<file path="src/rtl/sram_wrap_pkg.sv">
package sram_wrap_pkg;
  localparam int DEF_DATA_W = 8;
  localparam int DEF_MEM_AW = 8;
  localparam int DEF_EXT_AW = 6;
endpackage

</file>
<file path="src/rtl/sram_core.sv">
// Single-port synchronous memory with active-low enable, write enable and bit mask.
module sram_core #(
  parameter int DATA_W = sram_wrap_pkg::DEF_DATA_W,
  parameter int ADDR_W = sram_wrap_pkg::DEF_MEM_AW
) (
  input  logic              clk,
  input  logic              rst,
  input  logic              cen_n,
  input  logic              gwen_n,
  input  logic [DATA_W-1:0] wen_n,
  input  logic [ADDR_W-1:0] a,
  input  logic [DATA_W-1:0] d,
  output logic [DATA_W-1:0] q
);
  localparam int DEPTH = 1 << ADDR_W;

  logic [DATA_W-1:0] mem [DEPTH];

  // Write port: array has no reset so it can map onto block RAM.
  always_ff @(posedge clk) begin
    if (!cen_n && !gwen_n) begin
      for (int b = 0; b < DATA_W; b++) begin
        if (!wen_n[b]) mem[a][b] <= d[b];
      end
    end
  end

  // Read register: loads only on an enabled read cycle.
  always_ff @(posedge clk) begin
    if (rst) q <= '0;
    else if (!cen_n && gwen_n) q <= mem[a];
  end
endmodule

</file>
<file path="src/rtl/sram_clear_seq.sv">
// Post-reset sweep: one word per clock, busy until the last address is written.
module sram_clear_seq #(
  parameter int ADDR_W = sram_wrap_pkg::DEF_MEM_AW
) (
  input  logic              clk,
  input  logic              rst,
  output logic              busy,
  output logic [ADDR_W-1:0] cnt
);
  localparam logic [ADDR_W-1:0] LAST = '1;

  always_ff @(posedge clk) begin
    if (rst) begin
      busy <= 1'b1;
      cnt  <= '0;
    end else if (busy) begin
      cnt <= cnt + 1'b1;
      if (cnt == LAST) busy <= 1'b0;
    end
  end
endmodule

</file>
<file path="src/rtl/sram_in_stage.sv">
// Input register stage; writes offered while busy are dropped here.
module sram_in_stage #(
  parameter int DATA_W = sram_wrap_pkg::DEF_DATA_W,
  parameter int EXT_AW = sram_wrap_pkg::DEF_EXT_AW
) (
  input  logic              clk,
  input  logic              rst,
  input  logic              busy,
  input  logic [EXT_AW-1:0] addr_i,
  input  logic              wr_n_i,
  input  logic [DATA_W-1:0] wdata_i,
  output logic [EXT_AW-1:0] addr_q,
  output logic              wr_q,
  output logic [DATA_W-1:0] data_q
);
  always_ff @(posedge clk) begin
    if (rst) begin
      addr_q <= '0;
      wr_q   <= 1'b0;
      data_q <= '0;
    end else begin
      addr_q <= addr_i;
      wr_q   <= ~wr_n_i & ~busy;
      data_q <= wdata_i;
    end
  end
endmodule

</file>
<file path="src/rtl/sram_out_stage.sv">
module sram_out_stage #(
  parameter int DATA_W = sram_wrap_pkg::DEF_DATA_W
) (
  input  logic              clk,
  input  logic              rst,
  input  logic [DATA_W-1:0] d,
  output logic [DATA_W-1:0] q
);
  always_ff @(posedge clk) begin
    if (rst) q <= '0;
    else     q <= d;
  end
endmodule

</file>
<file path="src/rtl/sram_wrap.sv">
module sram_wrap #(
  parameter int DATA_W = sram_wrap_pkg::DEF_DATA_W,
  parameter int MEM_AW = sram_wrap_pkg::DEF_MEM_AW,
  parameter int EXT_AW = sram_wrap_pkg::DEF_EXT_AW,
  parameter logic [MEM_AW-EXT_AW-1:0] TIE = '1
) (
  input  logic              clk,
  input  logic              rst,
  input  logic [EXT_AW-1:0] addr_i,
  input  logic              wr_n_i,
  input  logic [DATA_W-1:0] wdata_i,
  output logic [DATA_W-1:0] rdata_o,
  output logic              busy_o
);
  logic [EXT_AW-1:0] addr_q;
  logic              wr_q;
  logic [DATA_W-1:0] data_q;
  logic [MEM_AW-1:0] sweep_cnt;
  logic              core_cen_n;
  logic              core_gwen_n;
  logic [DATA_W-1:0] core_wen_n;
  logic [MEM_AW-1:0] core_a;
  logic [DATA_W-1:0] core_d;
  logic [DATA_W-1:0] core_q;

  sram_clear_seq #(.ADDR_W(MEM_AW)) u_seq (
    .clk(clk), .rst(rst), .busy(busy_o), .cnt(sweep_cnt)
  );

  sram_in_stage #(.DATA_W(DATA_W), .EXT_AW(EXT_AW)) u_in (
    .clk(clk), .rst(rst), .busy(busy_o),
    .addr_i(addr_i), .wr_n_i(wr_n_i), .wdata_i(wdata_i),
    .addr_q(addr_q), .wr_q(wr_q), .data_q(data_q)
  );

  // Port selection: sweep owns the memory while busy, else the registered request.
  always_comb begin
    core_cen_n = rst;
    core_wen_n = '0;
    if (busy_o) begin
      core_gwen_n = 1'b0;
      core_a      = sweep_cnt;
      core_d      = '0;
    end else begin
      core_gwen_n = ~wr_q;
      core_a      = {TIE, addr_q};
      core_d      = data_q;
    end
  end

  sram_core #(.DATA_W(DATA_W), .ADDR_W(MEM_AW)) u_mem (
    .clk(clk), .rst(rst), .cen_n(core_cen_n), .gwen_n(core_gwen_n),
    .wen_n(core_wen_n), .a(core_a), .d(core_d), .q(core_q)
  );

  sram_out_stage #(.DATA_W(DATA_W)) u_out (
    .clk(clk), .rst(rst), .d(core_q), .q(rdata_o)
  );
endmodule

</file>
<file path="config.mk">
export PLATFORM = sky130hd
export DESIGN_NAME = sram_wrap
export DESIGN_NICKNAME = d
export VERILOG_FILES = /design/src/rtl/sram_wrap_pkg.sv /design/src/rtl/sram_core.sv /design/src/rtl/sram_clear_seq.sv /design/src/rtl/sram_in_stage.sv /design/src/rtl/sram_out_stage.sv /design/src/rtl/sram_wrap.sv
export SDC_FILE = /design/constraint.sdc
export NUM_CORES = 2
export LEC_CHECK = 0
export BUFFER_PORTS_ARGS = -buffer_cell sky130_fd_sc_hd__buf_2
export CORE_MARGIN = 1.5
export CORE_UTILIZATION = 49
export DETAILED_ROUTE_END_ITERATION = 16
export PLACE_DENSITY_LB_ADDON = 0.2
export REMOVE_ABC_BUFFERS = 1
export SYNTH_ARGS = -nofsm -noshare
export SYNTH_HDL_FRONTEND = slang
export SYNTH_SLANG_ARGS = --single-unit
</file>
<file path="constraint.sdc">
create_clock -name clk -period 3.7 [get_ports clk]
set_input_delay 0.555 -clock clk [delete_from_list [all_inputs] [get_ports clk]]
set_output_delay 0.555 -clock clk [all_outputs]
set_load 0.05 [all_outputs]
</file>
; ---- After elaboration in Yosys (flattened, before gate mapping)
; Memories as Yosys holds them, arrays and structs flattened. A register that Yosys moved wholly into a read port is not among the register bits.
; Cells that the tools add are included.
[word_totals]
rom_bits = 0
latchBits = 0
mem_count = 1
input_bits = 17
ram_bits = 2048
wordCells = 24
regBits = 32
[mem_list]
columns = memory, words, word_bits, read_ports, rd_clocked_by_memory_dff, write_ports, line_no
row1 = u_mem.mem, 256, 8, 1, 1, 1, sram_core.sv:17  ; logic [DATA_W-1:0] mem [DEPTH];
[classes]
n_bitwise = 4
n_eq_ne = 1
muxes = 7
div_mod_pow = 0
shift = 0
n_reduce_logical = 4
n_addsub = 1
n_mul = 0
n_lt_le_gt_ge = 0
[op_table]
columns = op, count
row1 = $mux W8, 2
row2 = $add A8 B1 Y8 const B, 1
row3 = $eq A8 B8 Y1 const B, 1
row4 = $mux W1, 5
row5 = $not A1 Y1, 3
row6 = $logic_and A1 B1 Y1, 2
row7 = $logic_not A1 Y1, 2
row8 = $and A1 B1 Y1, 1

; ---- Depth between registers and ports, before layout
[depth]
ltp_word = 6
mapped_depth = 11
depth_no_buf = 6

; ---- Cells and area by module
; A second synthesis with hierarchy kept.
[hier_totals]
hier_cells = 6044
area_unflattened_um2 = 89998.8
[by_module_without_submodules]
columns = mod, area_per_inst_um2, n_inst, seq_area_each_um2, cells_each
row1 = sram_core, 88801.4, 1, 61659.1, 5936
row2 = sram_in_stage, 431.7, 1, 300.3, 31
row3 = sram_clear_seq, 372.9, 1, 180.2, 41
row4 = sram_out_stage, 210.2, 1, 160.2, 16
row5 = sram_wrap, 182.7, 1, 0.0, 20

; ---- Worst setup path after synthesis
; No wires, ideal clock.
[synth_timing]
path_type = register to register
startpoint = register u_seq.busy
endpoint = memory u_mem.mem[192][0] (netlist name), data pin
t_arrival_ns = 2.969
slack_ns = 0.213
setup_time_ns = 0.517
stages_incl_launch_ff = 7
path_buffers = 5
required_time_ns = 3.183
cell_sequence = dfxtp_1 buf_6 buf_2 buf_2 buf_1 buf_1 nor2b_1
[synth_between]
elab_chain_cells = 1
[synth_lines]
columns = element, line_no
row1 = start: declaration, sram_clear_seq.sv:7  ; output logic busy,
row2 = start signal: assignment, sram_clear_seq.sv:14  ; busy <= 1'b1;
row3 = start signal: assignment, sram_clear_seq.sv:18  ; if (cnt == LAST) busy <= 1'b0;
row4 = $mux W8, sram_wrap.sv:40  ; if (busy_o) begin
row5 = named net core_d[0], sram_wrap.sv:23  ; logic [DATA_W-1:0] core_d;
row6 = end: declaration, sram_core.sv:17
; The timed path passes the listed nets, and every way through them passes these cells.

; ---- Worst setup path in the final report
[layout_timing]
startpoint = register u_seq.busy
endpoint = register u_mem.q[5] (read register of u_mem.mem)
[layout_between]
elab_chain_cells = 2
word_cells_on_any_way = 3
[layout_lines]
columns = element, line_no
row1 = $mux W1, sram_wrap.sv:40
row2 = $logic_and A1 B1 Y1, sram_core.sv:31  ; else if (!cen_n && gwen_n) q <= mem[a];
row3 = end: declaration, sram_core.sv:13  ; output logic [DATA_W-1:0] q
; Parallel ways exist; a longest one is shown, timed or not.
; A chain may end at the register's enable or synchronous reset.

==> reports/summary.txt <==
outcome -> finished, final reports clean
Synth top area share -> 71.2%
dpl cell area -> 22800 sq um
Netlist cell types -> 49
Final WS setup -> 0.509 ns
Final Cell Area -> 24600 sq um
share of cells above drive strength 1 -> 22.2%
Root Buffer -> clkbuf_16
Routability Congestion -> 0.997
switch share -> 20.2%
ys flop type -> edfxtp_1
routed via count -> 11300
vias in the first global route -> 11200
crit-path max FO -> 39
largest cells by area after synthesis -> edfxtp_1 71%, mux4_2 9.6%, dfxtp_1 3.7%, mux2i_1 3.1%, nand2_1 1.6%
Worst Hold Depth -> 2
Post CTS Setup Buffer Count -> 0
WP depth -> 8
R2R Setup Slk -> 0.51 ns
Port Buffers -> 25
Total GRT Usage -> 23.0%
most used cell, CP -> mux2i_1
Synth Area in Compound Gates -> 4.41%
Die Height -> 213 microns
Gate power share -> 4.1%
Die W -> 213 microns
first-pass GRT wire length -> 74500 microns
worst hold margin -> 0.124 ns
fillers -> 3264
DR DRC count -> 0
P_int -> 10.2 mW
Detail Placement HPWL -> 31600 microns
crit share post-route -> 86.2%
routed wire length -> 50700 microns
R2R cell count -> 8
EDFF count, synth -> 512
mux cell area share after synthesis -> 12.8%
Ports -> 26
Ys Warns -> 0
Sink Count -> 552
Reg power frac -> 52.6%
crit path from -> u_seq.busy
RSZ-0062 raised after global routing -> false
diode count -> 0
Switch Pwr -> 2.59 mW
Max IR drop VDD -> 0.343 mV
CTS tree -> yes
Initial Utilization -> 49.9%
router iterations before antenna repair -> 5
CP startpoint kind -> register
Synth Area in XOR/XNOR -> 0.203%
Yosys reg bits -> 552
count leader, synth -> edfxtp_1
WS Path Type -> reg -> reg
Clock Latency Late Sink -> 0.60 ns
sequential share of the synthesized area -> 74.9%
DR WL/cell -> 26.6 microns
Syn Std Cell Area -> 21600 sq um
Hold-fix buffers, CTS -> 0
CP Capture Point -> u_mem.q[5]
Slew Limit Fails -> 0
initial DRC count -> 1240
syn_area_per_cell -> 18.0 sq um
Worst setup EP type -> register
fmax -> 0.313 GHz
Slew @ Worst Pin -> 1.05 ns
vias per inst -> 5.94
pre-CTS WS -> 0.574 ns
cell taking the most area after synthesis -> edfxtp_1
synth cell count leaders -> 512 x edfxtp_1, 92 x mux4_2, 92 x nand2_1, 88 x nor2_1, 67 x mux2i_1
CP Cell Sequence -> buf_12, mux2i_4, buf_12, mux2i_1, mux2i_1, mux2i_1, o2111ai_1, o31a_1
core area -> 43300 sq um
Slowest-stage cell, CP -> dfxtp_2
Data arrival, critical path -> 3.68 ns
CTS Buffer Depth -> 3
Hold Fails Final Rpt -> 0
Synth Instances -> 1202
initial antenna violation count -> 0
worst endpoint required time -> 4.18 ns
Post-synth ARST share -> 0%
Crit path max-delay family -> multiplexers
slew margin rel. -> 29.8%
Final Skew -> 0.0138 ns
Simple-Gate Fraction of Synth Area -> 5.68%
Routed Antenna Nets -> 0
RR Endpoint -> u_mem.q[5]
power density over cell area -> 520 nW/um^2
largest net degree at the start of global routing -> 73
CTS resizes -> 0
largest family of logic cells by synthesized area -> multiplexers
Syn-to-layout area delta -> 14.1%
fin crit period -> 3.19 ns
H-tree Lvls -> 2
total grt overflow -> 0
nets@finish -> 1298
total of max-cap violations -> 0
Worst Hold Class -> in -> reg
die area -> 45300 sq um
Buffers & Inverters on Critical Path -> 2
row cnt -> 76
clock network power share -> 43.4%
Critical R2R Launch -> u_seq.busy
Final Util -> 57.0%
Post-Synth Adder-Cell Area -> 0.0579%
Leak -> 8.72 nW
CTS buffer count -> 55
Reg clk slew, reported paths -> 0.06 ns
Final setup viols -> 0
total power -> 12.8 mW
max incr delay on CP -> 0.55 ns
-- flip-flops by register name, indices dropped and copies added (netlist names) --
signal       flops
u_in.addr_q      6
u_in.data_q      8
u_in.wr_q        1
u_mem.mem      512
u_mem.q          8
u_out.q          8
u_seq.busy       1
u_seq.cnt        8
-- cell usage in the layout, fill, tap and decap left out, types with 27 or more instances in the layout --
master / count
a22oi_1: 38
buf_4: 74
clkbuf_16: 57
dfxtp_1: 39
edfxtp_1: 512
mux2i_1: 65
mux4_2: 92
nand2_1: 92
nor2_1: 88
nor2b_1: 27
-- cell families after synthesis --
group | Yosys count
flops | 552
compound gates | 125
buf+inv | 85
fa+ha+maj | 1
simple gates | 273
mux | 161
xor+xnor | 5
-- worst register-to-register path: stages (launching register included) --
cell	delay (ns)
dfxtp_2	0.55
buf_12	0.29
mux2i_4	0.55
buf_12	0.29
mux2i_1	0.31
mux2i_1	0.12
mux2i_1	0.23
o2111ai_1	0.35
o31a_1	0.40
-- layer usage --
layer / wire, microns / part of all wire, % / GRT usage, % / vias to the layer above
li1: - / - / - / 4910
met1: 21900 / 43 / 33.0 / 5900
met2: 23700 / 47 / 36.0 / 452
met3: 3770 / 7.4 / 4.97 / 81
met4: 1350 / 2.7 / 6.41 / 0
met5: 0 / 0 / 0 / -
-- power groups by stage --
stage                     combinational, mW  sequential (mW)  clock [mW]
final                                 0.521             6.74        5.56
after global routing                  0.551             6.74        5.89
after CTS                             0.523             6.74        5.64
after detailed placement              0.521             6.87           0
after global placement                0.523             6.87           0
after floorplan                       0.354             6.86           0
-- worst min-delay path by stage --
stage / start / endpoint / slack [ns]
final: wr_n_i / u_in.wr_q / 0.12
after global routing: wr_n_i / u_in.wr_q / 0.10
after CTS: wr_n_i / u_in.wr_q / 0.10
after detailed placement: u_mem.q[3] / u_out.q[3] / 0.47
after global placement: u_mem.q[3] / u_out.q[3] / 0.47
after floorplan: u_mem.q[1] / u_out.q[1] / 0.44
-- final cells by class --
type	count	area [sq um]	share of cell area, %
inverter	2	7.51	0.0305
sequential	552	16200	65.6
tap	585	732	2.97
clock inverter	32	314	1.27
clock buffer	71	1500	6.08
timing repair buffer	104	781	3.17
multi-input combinational	565	5140	20.9
-- through the flow --
stage | setup TNS, ns | cells
floorplan | -8.44 | 1119
global placement | 0 | 1808
detailed placement | 0 | 1808
CTS | 0 | 1911
global route | 0 | 1911
finish | 0 | 1911
No activity file was read; power rests on OpenSTA's default activity.
